## src/rtl/dac_dbuf_pkg.sv

```systemverilog
package dac_dbuf_pkg;
  localparam int unsigned CTRL_W = 5;
  // control bit positions inside the synchroniser bus
  localparam int unsigned C_CS   = 0;
  localparam int unsigned C_WR1  = 1;
  localparam int unsigned C_WR2  = 2;
  localparam int unsigned C_XFER = 3;
  localparam int unsigned C_BYTE = 4;
  // active-low strobes idle high, byte select idles low
  localparam logic [CTRL_W-1:0] CTRL_IDLE = 5'b01111;
endpackage

```

## src/rtl/sync_2ff.sv

```systemverilog
module sync_2ff #(
  parameter int unsigned W = 1,
  parameter logic [W-1:0] RST_VAL = '0
) (
  input  logic         clk_i,
  input  logic         rst_ni,
  input  logic [W-1:0] d_i,
  output logic [W-1:0] q_o
);
  logic [W-1:0] s1_q, s2_q;
  always_ff @(posedge clk_i or negedge rst_ni) begin
    if (!rst_ni) begin
      s1_q <= RST_VAL;
      s2_q <= RST_VAL;
    end else begin
      s1_q <= d_i;
      s2_q <= s1_q;
    end
  end
  assign q_o = s2_q;
endmodule

```

## src/rtl/strobe_end_det.sv

```systemverilog
module strobe_end_det (
  input  logic clk_i,
  input  logic rst_ni,
  input  logic act_i,
  output logic end_o
);
  logic act_q;
  always_ff @(posedge clk_i or negedge rst_ni) begin
    if (!rst_ni) act_q <= 1'b0;
    else         act_q <= act_i;
  end
  assign end_o = act_q & ~act_i;

  // a held strobe yields a single capture pulse
  assert_single_pulse_R11: assert property (@(posedge clk_i) disable iff (!rst_ni)
    end_o |=> !end_o);
endmodule

```

## src/rtl/sh_window_chk.sv

```systemverilog
module sh_window_chk #(
  parameter int unsigned W = 12,
  parameter int unsigned SETUP_CYC = 2,
  parameter int unsigned HOLD_CYC = 2
) (
  input  logic         clk_i,
  input  logic         rst_ni,
  input  logic [W-1:0] data_i,
  input  logic         wr_end_i,
  output logic         viol_o
);
  localparam int unsigned SW = $clog2(SETUP_CYC + 1) + 1;
  localparam int unsigned HW = $clog2(HOLD_CYC + 1) + 1;

  logic [W-1:0]  data_q;
  logic [SW-1:0] stab_q;
  logic [HW-1:0] hold_q;
  logic          viol_q;
  logic          chg, setup_bad, hold_bad;

  assign chg       = data_i != data_q;
  assign setup_bad = wr_end_i && (stab_q < SW'(SETUP_CYC));
  assign hold_bad  = chg && (wr_end_i || hold_q != '0);

  always_ff @(posedge clk_i or negedge rst_ni) begin
    if (!rst_ni) begin
      data_q <= '0;
      stab_q <= '0;
      hold_q <= '0;
      viol_q <= 1'b0;
    end else begin
      data_q <= data_i;
      if (chg)                          stab_q <= '0;
      else if (stab_q < SW'(SETUP_CYC)) stab_q <= stab_q + 1'b1;
      if (wr_end_i)                     hold_q <= HW'(HOLD_CYC);
      else if (hold_q != '0)            hold_q <= hold_q - 1'b1;
      if (setup_bad || hold_bad)        viol_q <= 1'b1;
    end
  end
  assign viol_o = viol_q;

  assert_viol_sticky_R10: assert property (@(posedge clk_i) disable iff (!rst_ni)
    viol_q |=> viol_q);
  assert_setup_flag_R8: assert property (@(posedge clk_i) disable iff (!rst_ni)
    setup_bad |=> viol_q);
  assert_hold_flag_R9: assert property (@(posedge clk_i) disable iff (!rst_ni)
    hold_bad |=> viol_q);
endmodule

```

## src/rtl/dac_dbuf_if.sv

```systemverilog
module dac_dbuf_if
  import dac_dbuf_pkg::*;
#(
  parameter int unsigned DATA_W = 12,
  parameter int unsigned LSB_W = 8,
  parameter int unsigned SETUP_CYC = 2,
  parameter int unsigned HOLD_CYC = 2
) (
  input  logic              clk_i,
  input  logic              rst_ni,
  input  logic              cs_ni,
  input  logic              wr1_ni,
  input  logic              byte_sel_i,
  input  logic              wr2_ni,
  input  logic              xfer_ni,
  input  logic [DATA_W-1:0] data_i,
  output logic [DATA_W-1:0] code_o,
  output logic [DATA_W-1:0] code_n_o,
  output logic              viol_o
);
  localparam int unsigned MSB_W = DATA_W - LSB_W;
  localparam int unsigned BUS_W = DATA_W + CTRL_W;
  localparam int unsigned N_STB = 2;

  logic [BUS_W-1:0]  raw_bus, syn_bus;
  logic [CTRL_W-1:0] ctl_s;
  logic [DATA_W-1:0] data_s;
  logic [N_STB-1:0]  stb_act, stb_end;
  logic              wr_end, xf_end;

  logic [MSB_W-1:0]  msb_q;
  logic [LSB_W-1:0]  lsb_q;
  logic [DATA_W-1:0] dac_q;

  assign raw_bus = {data_i, byte_sel_i, xfer_ni, wr2_ni, wr1_ni, cs_ni};

  sync_2ff #(.W(BUS_W), .RST_VAL({{DATA_W{1'b0}}, CTRL_IDLE})) u_sync (
    .clk_i (clk_i),
    .rst_ni(rst_ni),
    .d_i   (raw_bus),
    .q_o   (syn_bus)
  );
  assign ctl_s  = syn_bus[CTRL_W-1:0];
  assign data_s = syn_bus[BUS_W-1:CTRL_W];

  // strobe 0: qualified write-1, strobe 1: enabled transfer
  assign stb_act[0] = ~ctl_s[C_CS]  & ~ctl_s[C_WR1];
  assign stb_act[1] = ~ctl_s[C_WR2] & ~ctl_s[C_XFER];

  for (genvar g = 0; g < N_STB; g++) begin : g_stb
    strobe_end_det u_det (
      .clk_i (clk_i),
      .rst_ni(rst_ni),
      .act_i (stb_act[g]),
      .end_o (stb_end[g])
    );
  end
  assign wr_end = stb_end[0];
  assign xf_end = stb_end[1];

  always_ff @(posedge clk_i or negedge rst_ni) begin
    if (!rst_ni) begin
      msb_q <= '0;
      lsb_q <= '0;
    end else if (wr_end) begin
      lsb_q <= data_s[LSB_W-1:0];
      if (ctl_s[C_BYTE]) msb_q <= data_s[DATA_W-1:LSB_W];
    end
  end

  always_ff @(posedge clk_i or negedge rst_ni) begin
    if (!rst_ni)     dac_q <= '0;
    else if (xf_end) dac_q <= {msb_q, lsb_q};
  end

  sh_window_chk #(.W(DATA_W), .SETUP_CYC(SETUP_CYC), .HOLD_CYC(HOLD_CYC)) u_chk (
    .clk_i   (clk_i),
    .rst_ni  (rst_ni),
    .data_i  (data_s),
    .wr_end_i(wr_end),
    .viol_o  (viol_o)
  );

  assign code_o   = dac_q;
  assign code_n_o = ~dac_q;

  assert_dac_hold_R5: assert property (@(posedge clk_i) disable iff (!rst_ni)
    !xf_end |=> $stable(dac_q));
  assert_lsb_hold_R2: assert property (@(posedge clk_i) disable iff (!rst_ni)
    !wr_end |=> $stable(lsb_q));
  assert_msb_keep_R4: assert property (@(posedge clk_i) disable iff (!rst_ni)
    !(wr_end && ctl_s[C_BYTE]) |=> $stable(msb_q));
  assert_xfer_needs_both_R6: assert property (@(posedge clk_i) disable iff (!rst_ni)
    xf_end |-> $past(!ctl_s[C_WR2] && !ctl_s[C_XFER]));
  always_comb assert_inverse_R7: assert (code_n_o == ~code_o);
endmodule

```

## config.mk

```make
export PLATFORM = sky130hd
export DESIGN_NAME = dac_dbuf_if
export DESIGN_NICKNAME = d
export VERILOG_FILES = /design/src/rtl/dac_dbuf_pkg.sv /design/src/rtl/sync_2ff.sv /design/src/rtl/strobe_end_det.sv /design/src/rtl/sh_window_chk.sv /design/src/rtl/dac_dbuf_if.sv
export SDC_FILE = /design/constraint.sdc
export NUM_CORES = 1
export LEC_CHECK = 0
export ABC_CLOCK_PERIOD_IN_PS = 1500
export BUFFER_PORTS_ARGS = -buffer_cell sky130_fd_sc_hd__buf_2
export CAP_MARGIN = 10
export CORE_ASPECT_RATIO = 1.4
export CORE_MARGIN = 2
export CORE_UTILIZATION = 35
export CTS_CLUSTER_DIAMETER = 200
export DETAILED_ROUTE_END_ITERATION = 16
export HOLD_SLACK_MARGIN = 0.05
export PLACE_DENSITY = 0.59
export SYNTH_ARGS = -nofsm -noshare
export SYNTH_HDL_FRONTEND = slang
export SYNTH_SLANG_ARGS = --single-unit
export TNS_END_PERCENT = 1
```

## constraint.sdc

```tcl
create_clock -name clk_i -period 1.5 [get_ports clk_i]
set_input_delay 0 -clock clk_i [delete_from_list [all_inputs] [get_ports clk_i]]
set_output_delay 0 -clock clk_i [all_outputs]
set_load 0.05 [all_outputs]
```

==> reports/results.tsv <==
metric	value	unit
final std cells w/o fill	360	
cts repair resizes	0	
Vias	1484	
Syn Inst Count	181	
vias per cell	4.122	
Tot Pwr	5.697	mW
worst reg-to-reg path cell count	4	
Nets	280	
Ant. Diodes	0	
Final Core Density	47.00	%
Mapped Area	2656	sq um
setup_tns	0	ns
Power Dens Cells	1647	nW/um^2
final max-slew violation count	0	
io pins	44	
Worst Setup Slack post-DPL	0.07368	ns
post-synth top area share	66.89	%
top-count cell post-synth	dfrtp_1	
Die ar.	8312	sq um
Fmax achieved	719.4	MHz
Post-synth top flop	dfrtp_1	
WL per Instance	11.15	microns
syn_area_per_cell	14.68	sq um
Sink Count	79	
Final GP Congestion	0.7208	
Placed Area	3037	sq um
crit-path max FO	3	
syn_nets	203	
Synth area leaders	dfrtp_1 67%, dfstp_2 7.9%, mux2_1 4.7%	
vias in the first global route	1545	
status	finished, final reports clean	
max cap viols	0	
peak supply drop	693.8	uV
final hold vios	0	
RSZ-0062 raised after global routing	false	
register bit total from synthesis	79	
post-route clock period utilization	92.68	%
number of DRC markers in iteration 0	96	
Unique masters post-synth	21	
fin area	3460	sq um
Tmin final	1.390	ns
largest net degree at the start of global routing	39	
Root Buffer	clkbuf_8	
WL final	4015	microns
Arr. time, crit path	1.58	ns
Routed Antenna Nets	0	
Max-slew headroom	46.31	%
Worst Max-Slew Pin Slew	0.8000	ns
initial antenna violation count	0	
Worst-path clk slew	0.07	ns
nature of the critical path endpoint	flop	
Critical Path Start Type	flop	
die height	107.1	microns
Hold Path Class	input pin to asynchronous set/reset pin	
Setup-failing EPs final	0	
worst endpoint required time	1.69	ns
WHS	0.1580	ns
Worst-Skew Late Latency	0.33	ns
Synth top cells by count	71 x dfrtp_1, 26 x nand2_1, 17 x inv_1	
first-pass GRT wire length	6969	microns
PnR worst setup slack	0.1099	ns
I/O Buffers	43	
# fillers	664	
leakage	1.683	nW
die extent in x	77.63	microns
total global routing overflow	0	
GRT Overall Usage	11.25	%
Core Box Area	7361	sq um
register area share after synthesis	74.80	%
htree depth	3	
placed insts	326	
Post-synth EDFFs	0	
HPWL after DPL	2816	microns
DRC violations left	0	
layout cells sized above 1	31.94	%
row cnt	37	
CTS tree	built	
YS warnings	0	
area grow syn2layout	30.24	%
Initial Util	36.09	%
post-CTS setup buffers	0	
total CTS buffers	9	
post-synth top area cell	dfrtp_1	
critical path type	flop to flop	
Pre-Repair DR Iteration Count	4	
clock buffer depth	2	
Final Skew	0.006833	ns
FFs w/ async S/R, synth	100.0	%
## critical path, cell delays in order, from the launching register on
cell and delay, ns:
dfrtp_1 0.41, xor2_1 0.16, nor4_2 0.40, o2111a_1 0.24
a31oi_1 0.04
## layout make-up
| class | count | area (sq um) | area share [%] |
|---|---|---|---|
| Sequential cell | 79 | 1987 | 57.43 |
| Tap cell | 97 | 121.4 | 3.508 |
| Clock inverter | 2 | 60.06 | 1.736 |
| Inverter | 17 | 63.81 | 1.844 |
| Clock buffer | 14 | 182.7 | 5.280 |
| Timing Repair Buffer | 68 | 450.4 | 13.02 |
| Multi-Input combinational cell | 83 | 594.3 | 17.18 |
## metal layers
metal,track usage [%],up-vias,routed length (microns)
met2,18.10,26,2068
met1,12.90,724,1698
met4,7.270,0,104
met5,0,-,0
li1,-,727,-
met3,3.451,7,144
## sequential cells by signal, summed over array words and instances, names as in the netlist
name	cells
g_stb.u_det.act_q	2
u_chk.data_q	12
u_chk.viol_o	1
code_o	12
u_sync.q_o	17
u_chk.stab_q	3
u_sync.s1_q	17
u_chk.hold_q	3
lsb_q	8
msb_q	4
## worst paths after layout
path                                      from              endpoint  slack [ns]
worst max-delay path            u_sync.q_o[10]          u_chk.viol_o        0.11
worst min-delay path                    rst_ni  g_stb[1].u_det.act_q        0.16
worst max register to register  u_sync.q_o[10]          u_chk.viol_o        0.11
worst min register to register  u_sync.s1_q[4]         u_sync.q_o[4]        0.35
max in group asynchronous               rst_ni        u_sync.s1_q[0]        0.77
min in group clk_i                   data_i[7]       u_sync.s1_q[12]        0.30
## repair_timing
item | 4_1_cts | 5_1_grt
endpoints found under the hold margin | 94 | 0
setup endpoints to repair | 0 | 1
hold buffers | 18 | 0
## cell families (layout without fill, tap and decap cells)
family,after synthesis,in the layout,synth area share (%)
mux,17,17,7.207
compound gates,8,8,2.026
simple gates,41,41,7.113
fa+ha+maj,3,3,1.413
xor+xnor,14,14,4.616
buf+inv,19,101,2.826
flops,79,79,74.80
## power breakdown
part,total [mW],switching (mW),internal (mW),leakage [nW]
clock,1.79,0.670,1.12,0.123
sequential,2.54,0.144,2.40,0.933
combinational,1.37,0.979,0.389,0.627
total,5.70,1.79,3.90,1.68
## cells in the final DEF (no fill, tap or decap)
cell type	count
dfrtp_1	71
buf_2	42
nand2_1	26
dlygate4sd3_1	18
inv_1	17
xor2_1	13
clkbuf_8	13
mux2_1	11
nor2_1	10
buf_4	8
dfstp_2	8
mux2_2	6
nor4_2	3
ha_1	3
o21ai_1	2
a21oi_1	2
bufinv_16	2
o21a_1	1
nand3_2	1
xnor2_1	1
o2111a_1	1
a31oi_1	1
nand2b_1	1
a21oi_2	1
clkbuf_1	1
(Power assumes the default switching activity.)
